==> config.mk <==
export PLATFORM = sky130hd
export DESIGN_NAME = dual_bus_xcvr
export DESIGN_NICKNAME = d
export VERILOG_FILES = /design/src/rtl/xcvr_pkg.sv /design/src/rtl/xcvr_capture_reg.sv /design/src/rtl/xcvr_bus_keeper.sv /design/src/rtl/xcvr_lane.sv /design/src/rtl/dual_bus_xcvr.sv
export SDC_FILE = /design/constraint.sdc
export NUM_CORES = 1
export LEC_CHECK = 0
export BUFFER_PORTS_ARGS = -buffer_cell sky130_fd_sc_hd__clkbuf_2
export CAP_MARGIN = 40
export CORE_ASPECT_RATIO = 1.75
export CORE_MARGIN = 2
export CORE_UTILIZATION = 54
export DETAILED_ROUTE_END_ITERATION = 6
export PLACE_DENSITY_LB_ADDON = 0.1
export SYNTH_ARGS = -nofsm -noshare
export SYNTH_HDL_FRONTEND = slang
export SYNTH_SLANG_ARGS = --single-unit
==> constraint.sdc <==
create_clock -name clk -period 1.21 [get_ports clk]
set_input_delay 0.242 -clock clk [delete_from_list [all_inputs] [get_ports clk]]
set_output_delay 0.242 -clock clk [all_outputs]
set_load 0.005 [all_outputs]
==> src/rtl/xcvr_pkg.sv <==
package xcvr_pkg;
   typedef enum logic {
      SRC_LIVE   = 1'b0,
      SRC_STORED = 1'b1
   } src_sel_e;

   typedef enum logic {
      DIR_TO_A = 1'b0,
      DIR_TO_B = 1'b1
   } dir_e;
endpackage

==> src/rtl/xcvr_capture_reg.sv <==
module xcvr_capture_reg #(
   parameter int W = 8
) (
   input  logic         clk,
   input  logic         rst_n,
   input  logic         strobe,
   input  logic [W-1:0] din,
   output logic [W-1:0] q
);
   logic strobe_q;
   logic rise;

   if (W < 1) begin : g_chk_w
      $error("xcvr_capture_reg: W must be at least 1");
   end

   assign rise = strobe & ~strobe_q;

   always_ff @(posedge clk or negedge rst_n) begin
      if (!rst_n) begin
         strobe_q <= 1'b0;
         q        <= '0;
      end else begin
         strobe_q <= strobe;
         if (rise) q <= din;
      end
   end

   AST_CAPTURE_LOADS: assert property (@(posedge clk) disable iff (!rst_n)
      (rst_n && $rose(strobe)) |=> (q == $past(din)));

   AST_HELD_STROBE_KEEPS: assert property (@(posedge clk) disable iff (!rst_n)
      (rst_n && strobe && $past(strobe) && $past(rst_n)) |=> $stable(q));
endmodule

==> src/rtl/xcvr_bus_keeper.sv <==
module xcvr_bus_keeper #(
   parameter int W       = 8,
   parameter bit HOLD_EN = 1'b1
) (
   input  logic         clk,
   input  logic         rst_n,
   input  logic         drive,
   input  logic [W-1:0] drive_val,
   input  logic         ext_en,
   input  logic [W-1:0] ext_val,
   output logic [W-1:0] pin_out
);
   if (W < 1) begin : g_chk_w
      $error("xcvr_bus_keeper: W must be at least 1");
   end

   if (HOLD_EN) begin : g_hold
      logic [W-1:0] hold_q;

      always_ff @(posedge clk or negedge rst_n) begin
         if (!rst_n) begin
            hold_q <= '0;
         end else if (drive) begin
            hold_q <= drive_val;
         end else if (ext_en) begin
            hold_q <= ext_val;
         end
      end

      assign pin_out = drive ? drive_val : hold_q;

      AST_HOLD_TRACKS_DRIVE: assert property (@(posedge clk) disable iff (!rst_n)
         (rst_n && drive) |=> (hold_q == $past(drive_val)));

      AST_HOLD_KEEPS: assert property (@(posedge clk) disable iff (!rst_n)
         (rst_n && !drive && !ext_en) |=> $stable(hold_q));

      AST_HOLD_FOLLOWS_EXT: assert property (@(posedge clk) disable iff (!rst_n)
         (rst_n && !drive && ext_en) |=> (hold_q == $past(ext_val)));
   end else begin : g_nohold
      assign pin_out = drive ? drive_val : '0;
   end
endmodule

==> src/rtl/xcvr_lane.sv <==
module xcvr_lane
   import xcvr_pkg::*;
#(
   parameter int W       = 8,
   parameter bit HOLD_EN = 1'b1
) (
   input  logic         clk,
   input  logic         rst_n,
   input  logic         oe_n,
   input  logic         dir,
   input  logic         cap_ab,
   input  logic         cap_ba,
   input  logic         sel_ab,
   input  logic         sel_ba,
   input  logic         a_ext,
   input  logic         b_ext,
   input  logic [W-1:0] a_in,
   input  logic [W-1:0] b_in,
   output logic [W-1:0] a_out,
   output logic [W-1:0] b_out,
   output logic         a_drv,
   output logic         b_drv
);
   logic [W-1:0] store_a;
   logic [W-1:0] store_b;
   logic [W-1:0] to_a;
   logic [W-1:0] to_b;
   dir_e         dir_s;
   src_sel_e     src_ab;
   src_sel_e     src_ba;

   assign dir_s  = dir_e'(dir);
   assign src_ab = src_sel_e'(sel_ab);
   assign src_ba = src_sel_e'(sel_ba);

   assign a_drv = ~oe_n & (dir_s == DIR_TO_A);
   assign b_drv = ~oe_n & (dir_s == DIR_TO_B);

   xcvr_capture_reg #(.W(W)) u_cap_a (
      .clk(clk), .rst_n(rst_n), .strobe(cap_ab), .din(a_in), .q(store_a)
   );

   xcvr_capture_reg #(.W(W)) u_cap_b (
      .clk(clk), .rst_n(rst_n), .strobe(cap_ba), .din(b_in), .q(store_b)
   );

   always_comb begin
      to_a = (src_ba == SRC_STORED) ? store_b : b_in;
      to_b = (src_ab == SRC_STORED) ? store_a : a_in;
   end

   xcvr_bus_keeper #(.W(W), .HOLD_EN(HOLD_EN)) u_keep_a (
      .clk(clk), .rst_n(rst_n), .drive(a_drv), .drive_val(to_a),
      .ext_en(a_ext), .ext_val(a_in), .pin_out(a_out)
   );

   xcvr_bus_keeper #(.W(W), .HOLD_EN(HOLD_EN)) u_keep_b (
      .clk(clk), .rst_n(rst_n), .drive(b_drv), .drive_val(to_b),
      .ext_en(b_ext), .ext_val(b_in), .pin_out(b_out)
   );

   AST_SINGLE_DRIVER: assert property (@(posedge clk) disable iff (!rst_n)
      $onehot0({a_drv, b_drv}));

   AST_ENABLED_ONE_SIDE: assert property (@(posedge clk) disable iff (!rst_n)
      !oe_n |-> ($countones({a_drv, b_drv}) == 1));

   AST_ISOLATED_QUIET: assert property (@(posedge clk) disable iff (!rst_n)
      oe_n |-> (!a_drv && !b_drv));
endmodule

==> src/rtl/dual_bus_xcvr.sv <==
module dual_bus_xcvr #(
   parameter int NUM_CH  = 2,
   parameter int CH_W    = 8,
   parameter bit HOLD_EN = 1'b1
) (
   input  logic                     clk,
   input  logic                     rst_n,
   input  logic [NUM_CH-1:0]        oe_n,
   input  logic [NUM_CH-1:0]        dir,
   input  logic [NUM_CH-1:0]        cap_ab,
   input  logic [NUM_CH-1:0]        cap_ba,
   input  logic [NUM_CH-1:0]        sel_ab,
   input  logic [NUM_CH-1:0]        sel_ba,
   input  logic [NUM_CH-1:0]        a_ext,
   input  logic [NUM_CH-1:0]        b_ext,
   input  logic [NUM_CH*CH_W-1:0]   a_in,
   input  logic [NUM_CH*CH_W-1:0]   b_in,
   output logic [NUM_CH*CH_W-1:0]   a_out,
   output logic [NUM_CH*CH_W-1:0]   b_out,
   output logic [NUM_CH-1:0]        a_drv,
   output logic [NUM_CH-1:0]        b_drv
);
   localparam int BUS_W = NUM_CH * CH_W;

   if (NUM_CH < 1) begin : g_chk_ch
      $error("dual_bus_xcvr: NUM_CH must be at least 1");
   end
   if (CH_W < 1 || BUS_W > 4096) begin : g_chk_w
      $error("dual_bus_xcvr: CH_W out of range");
   end

   for (genvar c = 0; c < NUM_CH; c++) begin : g_lane
      xcvr_lane #(.W(CH_W), .HOLD_EN(HOLD_EN)) u_lane (
         .clk    (clk),
         .rst_n  (rst_n),
         .oe_n   (oe_n[c]),
         .dir    (dir[c]),
         .cap_ab (cap_ab[c]),
         .cap_ba (cap_ba[c]),
         .sel_ab (sel_ab[c]),
         .sel_ba (sel_ba[c]),
         .a_ext  (a_ext[c]),
         .b_ext  (b_ext[c]),
         .a_in   (a_in[c*CH_W +: CH_W]),
         .b_in   (b_in[c*CH_W +: CH_W]),
         .a_out  (a_out[c*CH_W +: CH_W]),
         .b_out  (b_out[c*CH_W +: CH_W]),
         .a_drv  (a_drv[c]),
         .b_drv  (b_drv[c])
      );
   end
endmodule

==> flow_metrics.env, run 1 <==
export IMPL_slowest_delay_ns=0.38
export IMPL_numPortBuffers=85
export IMPL_met3_usage_pct=5.13
export IMPL_skew_ns=0.00300
export IMPL_synth_ff_latch_count=68
export IMPL_cts_sinks=68
export IMPL_hold_violations=0
export IMPL_setup_violations=32
export IMPL_synth_seq_area_share_pct=45.9
export IMPL_finalWorstSetupSlack_ns=-0.198
export IMPL_synth_area_leader_cell="dfrtp_1"
export IMPL_cpMaxStageDelayCell="dfrtp_1"
export IMPL_critical_path_peak_fanout=2
export IMPL_fin_nets=484
export IMPL_dp_cells=470
export IMPL_insertion_delay_ns=0.32
export IMPL_crit_family="flip-flops"
export IMPL_chipHeight_um=114
export IMPL_root_buffer="clkbuf_16"
export IMPL_cp_required_ns=0.97
export IMPL_cp_startpoint="g_lane[1].u_lane.u_cap_b.q[2]$_DFFE_PN0P_"
export IMPL_r2r_end="g_lane[1].u_lane.u_cap_b.q[1]$_DFFE_PN0P_"
export IMPL_cp_end_kind="output pin"
export IMPL_syn_num_nets=340
export IMPL_drc=0
export IMPL_hold_depth=1
export IMPL_io_pins=86
export IMPL_status="finished, violations left"
export IMPL_n_antenna_cell=0
export IMPL_cp_arrival_ns=1.17
export IMPL_gp_congestion=0.736
export IMPL_rsz0062_at_grt="yes"
export IMPL_clk_pin_slew_ns=0.05
export IMPL_cts_tree="built"
export IMPL_ir_drop_v=0.00126
export IMPL_numCtsBuffers=9
export IMPL_fp_dieW_um=66.6
export IMPL_drive_gt1_share_pct=51.9
export IMPL_maxSlewViolCount=0
export IMPL_fill_cells=447
export IMPL_antenna_left=0
export IMPL_grtUsageTotal_pct=24.4
export IMPL_dp_hpwl_mm=5.93
export IMPL_async_flop_share_pct=100
export IMPL_final_cells=523
export IMPL_drt_first_pass_iters=4
export IMPL_synth_cells=290
export IMPL_yosysWarningCount=0
export IMPL_gr_usage_met2_pct=45.3
export IMPL_core_area_um2=6760
export IMPL_use_met1_pct=26.6
export IMPL_holdWs_ns=0.0471
export IMPL_yosysTopAreaCellShare_pct=45.9
export IMPL_synthDistinctLibCells=12
export IMPL_htreeDepth=3
export IMPL_via_per_inst=5.20
export IMPL_grt_start_max_net_pins=69
export IMPL_path_cells="mux2i_1, mux2i_1, clkbuf_2"
export IMPL_r2r_setup_slack_ns=0.12
export IMPL_synth_avg_cell_area_um2=12.8
export IMPL_cp_num_buf_inv=1
export IMPL_grt_busiest_layer="met2"
export IMPL_syn_area_um2=3700
export IMPL_grt_pass1_vias=2769
export IMPL_dieArea_um2=7560
export IMPL_vias=2720
export IMPL_antenna_found_initial=0
export IMPL_grt_pass1_wl_mm=13.6
export IMPL_drt_iter0_markers=103
export IMPL_start_kind="flip-flop"
export IMPL_worstHoldPathType="in2reg"
export IMPL_yosys_top_cells_count="mux2i_1, dfrtp_1, inv_1, mux2_2, buf_2"
export IMPL_synth_flop_cell="dfrtp_1"
export IMPL_max_slew_margin_rel_pct=74.8
export IMPL_period_minus_slack_ns=1.41
export IMPL_wl_mm=8.73
export IMPL_finalCritPeriodShare_pct=116
export IMPL_crit_type="reg2out"
export IMPL_synth_most_common_cell="mux2i_1"
export IMPL_clock_tree_buffer_depth=2
export IMPL_ff2ff_path_depth=2
export IMPL_fmax_mhz=710
export IMPL_drt_wirelength_per_cell_um=16.7
export IMPL_gr_total_overflow=0
export IMPL_cap_violations=0
export IMPL_rows=40
export IMPL_leakagePower_nw=2.60
export IMPL_min_to="g_lane[1].u_lane.u_cap_a.strobe_q$_DFF_PN0_"
export IMPL_failed_checks="setup timing"
export IMPL_synth_enable_flop_cells=0
export IMPL_worst_slew_pin_slew_ns=0.379
export IMPL_area_growth_pct=38.4
export IMPL_timing_rr_start="g_lane[1].u_lane.u_cap_b.strobe_q$_DFF_PN0_"
export IMPL_powerDensity_nw_per_um2=1440
export IMPL_start_util_pct=54.8
export IMPL_crit_top_cell="mux2i_1"
export IMPL_min_delay_start="cap_ab[1]"
export IMPL_synth_area_leaders="dfrtp_1, mux2i_1, mux2_2, inv_1, buf_2"
## worst max-delay path by stage
stage,to,cells after the start
after global routing,b_out[2],3
after CTS,a_out[10],3
after floorplan,a_out[0],3
final,a_out[10],3
after global placement,b_out[7],5
after detailed placement,b_out[5],5
## per-layer routing
| layer | up-vias | routed length [µm] |
|---|---|---|
| li1 | 1283 | - |
| met1 | 1365 | 3260 |
| met2 | 64 | 5040 |
| met3 | 8 | 313 |
| met4 | 0 | 119 |
| met5 | - | 0 |
## state kept, by name, summed over array words and instances, names as in the netlist
signal,flops
g_lane.u_lane.u_cap_a.q,16
g_lane.u_lane.u_cap_b.q,16
g_lane.u_lane.u_keep_a.g_hold.hold_q,16
g_lane.u_lane.u_keep_b.g_hold.hold_q,16
g_lane.u_lane.u_cap_a.strobe_q,2
g_lane.u_lane.u_cap_b.strobe_q,2
## cell type report
type                            instances  area [µm²]  share of cell area [%]
Tap cell                               84         105                    2.05
Clock inverter                          3        67.6                    1.32
Timing Repair Buffer                  155        1070                    20.8
Inverter                               32         120                    2.34
Clock buffer                           13         270                    5.27
Sequential cell                        68        1700                    33.2
Multi-Input combinational cell        168        1790                    35.0
## power by group
part | leakage (nW) | total, W | switching [W] | internal, W
registers | 0.797 | 0.00278 | 0.000180 | 0.00260
logic | 1.64 | 0.00169 | 0.000723 | 0.000966
clock network | 0.162 | 0.00290 | 0.000927 | 0.00197
total | 2.60 | 0.00737 | 0.00183 | 0.00554
## placed cells by master (no fill, tap or decap)
cell           count
nor2b_4            1
clkinvlp_4         1
nor2b_2            1
mux2i_1          108
mux2i_2           20
clkbuf_16          9
mux2_2            32
nor2_4             2
dfrtp_1           68
dlygate4sd3_1      1
buf_12             9
clkbuf_1           1
clkbuf_8           3
clkbuf_2          83
nand2b_2           3
nand2b_1           1
bufinv_16          2
buf_4             60
inv_1             32
buf_2              2
## cells by family (layout without fill, tap and decap cells)
group	count (synthesis)	count (layout)	share of synthesized area, %
mux	160	160	44.3
flops	68	68	45.9
simple gates	8	8	1.76
buf+inv	54	203	7.97
## per-stage QoR
step / util [%] / power [W] / worst slack [ns] / TNS [ns] / instance area (µm²)
detailed placement: 65.4 / 0.00421 / -0.143 / -2.52 / 4420
global route: 75.9 / 0.00771 / -0.249 / -7.09 / 5120
floorplan: - / 0.00358 / 0.0913 / 0 / 3700
finish: 75.9 / 0.00737 / -0.198 / -4.94 / 5120
global placement: 65.4 / 0.00415 / -0.121 / -2.00 / 4420
CTS: 73.5 / 0.00728 / -0.208 / -5.38 / 4960
## repair_timing
| item | in CTS | in global routing |
|---|---|---|
| resized for setup | 13 | 12 |
| hold buffers | 1 | 0 |
| hold endpoints to repair | 68 | 0 |
| endpoints found under the setup margin | 50 | 33 |
| pin swaps | 0 | 0 |
| setup buffers | 20 | 16 |
Power figures use the tool's default switching activity.
==> run 2, diff against run 1 <==
--- a/config.mk
+++ b/config.mk
@@ -14,4 +14,5 @@
 export PLACE_DENSITY_LB_ADDON = 0.1
 export SYNTH_ARGS = -nofsm -noshare
 export SYNTH_HDL_FRONTEND = slang
+export SYNTH_HIERARCHICAL = 1
 export SYNTH_SLANG_ARGS = --single-unit
==> flow_metrics.env, run 2 <==
export IMPL_cts_tree="built"
export IMPL_synth_area_leaders="dfrtp_1, mux2_4, mux2i_1, o21ai_1, o21ai_0"
export IMPL_rows=40
export IMPL_numCtsBuffers=9
export IMPL_numPortBuffers=85
export IMPL_wl_mm=11.0
export IMPL_final_common_cell="clkbuf_2"
export IMPL_root_buffer="clkbuf_16"
export IMPL_skew_ns=0.00941
export IMPL_syn_area_um2=3810
export IMPL_grt_start_max_net_pins=26
export IMPL_cp_startpoint="g_lane[0].u_lane/u_cap_b/q[3]$_DFFE_PN0P_"
export IMPL_synth_most_common_cell="dfrtp_1"
export IMPL_max_slew_margin_rel_pct=73.5
export IMPL_worst_slew_pin_slew_ns=0.397
export IMPL_min_delay_start="cap_ba[1]"
export IMPL_gr_total_overflow=0
export IMPL_dieArea_um2=7780
export IMPL_synth_seq_area_share_pct=44.6
export IMPL_cts_sinks=68
export IMPL_grt_pass1_wl_mm=15.3
export IMPL_p_clk_share_pct=38.7
export IMPL_synth_cells=320
export IMPL_period_minus_slack_ns=1.54
export IMPL_dp_hpwl_mm=6.55
export IMPL_critical_path_peak_fanout=2
export IMPL_failed_checks="setup timing"
export IMPL_p_int_w=0.00585
export IMPL_htreeDepth=3
export IMPL_p_sw_w=0.00205
export IMPL_antenna_left=0
export IMPL_drt_first_pass_iters=4
export IMPL_io_pins=86
export IMPL_fin_nets=548
export IMPL_seqPwrFrac_pct=35.1
export IMPL_powerDensity_nw_per_um2=1370
export IMPL_clk_pin_slew_ns=0.06
export IMPL_leakagePower_nw=3.05
export IMPL_dp_cells=507
export IMPL_antenna_found_initial=0
export IMPL_synth_enable_flop_cells=0
export IMPL_final_cell_mix="clkbuf_2, buf_4, dfrtp_1"
export IMPL_finalCritPeriodShare_pct=127
export IMPL_clock_tree_buffer_depth=2
export IMPL_finalWorstSetupSlack_ns=-0.329
export IMPL_synth_area_leader_cell="dfrtp_1"
export IMPL_vias=3099
export IMPL_rsz0062_at_grt="yes"
export IMPL_timing_rr_start="g_lane[0].u_lane/u_cap_b/q[3]$_DFFE_PN0P_"
export IMPL_drc=0
export IMPL_cap_violations=0
export IMPL_start_util_pct=55.6
export IMPL_n_antenna_cell=0
export IMPL_drive_gt1_share_pct=65.6
export IMPL_synth_avg_cell_area_um2=11.9
export IMPL_yosys_top_cells_count="dfrtp_1, mux2_4, o21ai_1"
export IMPL_drt_iter0_markers=129
export IMPL_synth_flop_cell="dfrtp_1"
export IMPL_crit_type="reg2out"
export IMPL_fmax_mhz=650
export IMPL_combPwrFrac_pct=26.2
export IMPL_worstHoldPathType="in2reg"
export IMPL_syn_num_nets=370
export IMPL_grtUsageTotal_pct=27.3
export IMPL_cp_end_kind="output pin"
export IMPL_final_cells=587
export IMPL_gp_congestion=0.783
export IMPL_hold_violations=0
export IMPL_ir_drop_v=0.00134
export IMPL_synthDistinctLibCells=12
export IMPL_drt_wirelength_per_cell_um=18.7
export IMPL_chipHeight_um=115
export IMPL_maxSlewViolCount=0
export IMPL_yosysTopAreaCellShare_pct=44.6
export IMPL_area_growth_pct=50.9
export IMPL_via_per_inst=5.28
export IMPL_synth_ff_latch_count=68
export IMPL_yosysWarningCount=6
export IMPL_setup_violations=36
export IMPL_fp_dieW_um=67.5
export IMPL_core_area_um2=6860
export IMPL_cp_required_ns=0.97
export IMPL_async_flop_share_pct=100
export IMPL_post_route_util_pct=83.9
export IMPL_cp_arrival_ns=1.30
export IMPL_status="finished, violations left"
export IMPL_switching_share_pct=25.9
export IMPL_start_kind="flip-flop"
export IMPL_grt_pass1_vias=3244
export IMPL_insertion_delay_ns=0.34
[run 2: through the flow]
stage	setup TNS (ns)	power, W	worst slack, ns	hold WS, ns	area, µm²
2_1_floorplan	0	0.00368	0.0328	-0.0536	3810
3_3_place_gp	-3.51	0.00426	-0.161	0.185	4600
3_5_place_dp	-3.68	0.00431	-0.171	0.193	4600
4_1_cts	-9.53	0.00769	-0.309	0.0141	5510
5_1_grt	-10.83	0.00823	-0.363	0.0156	5750
6_report	-9.37	0.00790	-0.329	0.0222	5750
[run 2: cell families after synthesis]
group / count (synthesis) / share of synthesized area (%)
mux: 96 / 33.6
simple gates: 40 / 5.12
compound gates: 64 / 8.40
buf+inv: 52 / 8.27
flops: 68 / 44.6
[run 2: final cells by class]
| type | count | area [µm²] |
|---|---|---|
| inverter | 32 | 120 |
| sequential | 68 | 1700 |
| fill | 350 | 1100 |
| clock inverter | 6 | 111 |
| tap | 84 | 105 |
| clock buffer | 10 | 239 |
| multi-input combinational | 200 | 2060 |
| timing repair buffer | 187 | 1420 |
[run 2: power groups by stage]
stage          Clock (W)  Sequential, W  Combinational [W]
6_report         0.00306        0.00277            0.00207
3_5_place_dp           0        0.00279            0.00152
5_1_grt          0.00322        0.00280            0.00222
3_3_place_gp           0        0.00277            0.00149
2_1_floorplan          0        0.00274           0.000945
4_1_cts          0.00310        0.00275            0.00185
[run 2: routing by layer]
layer | wire, µm | track usage (%) | vias up
li1 | - | - | 1445
met3 | 452 | 5.28 | 25
met5 | 0 | 0 | -
met4 | 508 | 16.3 | 0
met1 | 3870 | 27.1 | 1546
met2 | 6130 | 49.9 | 83
[run 2: critical path, stage by stage (launching register included)]
cell and delay [ns]:
dfrtp_1 0.39, mux2_4 0.29, nand2_2 0.10, o21ai_2 0.07
clkbuf_2 0.11
[run 2: final timing paths]
check,to,slack (ns),cells past startpoint
setup / recovery,a_out[3],-0.33,4
hold / removal,g_lane[1].u_lane/u_cap_b/strobe_q$_DFF_PN0_,0.02,1
setup reg to reg,g_lane[0].u_lane/u_keep_a/g_hold.hold_q[3]$_DFFE_PN0P_,-0.29,9
hold reg to reg,g_lane[1].u_lane/u_cap_a/q[6]$_DFFE_PN0P_,0.51,1
max in group asynchronous,g_lane[1].u_lane/u_keep_a/g_hold.hold_q[7]$_DFFE_PN0P_,0.38,3
min in group asynchronous,g_lane[0].u_lane/u_cap_b/q[6]$_DFFE_PN0P_,0.36,2
[run 2: repair_timing]
item / CTS / global route
hold buffers: 1 / 0
resized for setup: 77 / 54
endpoints found under the setup margin: 32 / 39
pin swaps: 19 / 2
gates cloned: 0 / 1
buffers inserted: 54 / 21
hold endpoints to repair: 10 / 0
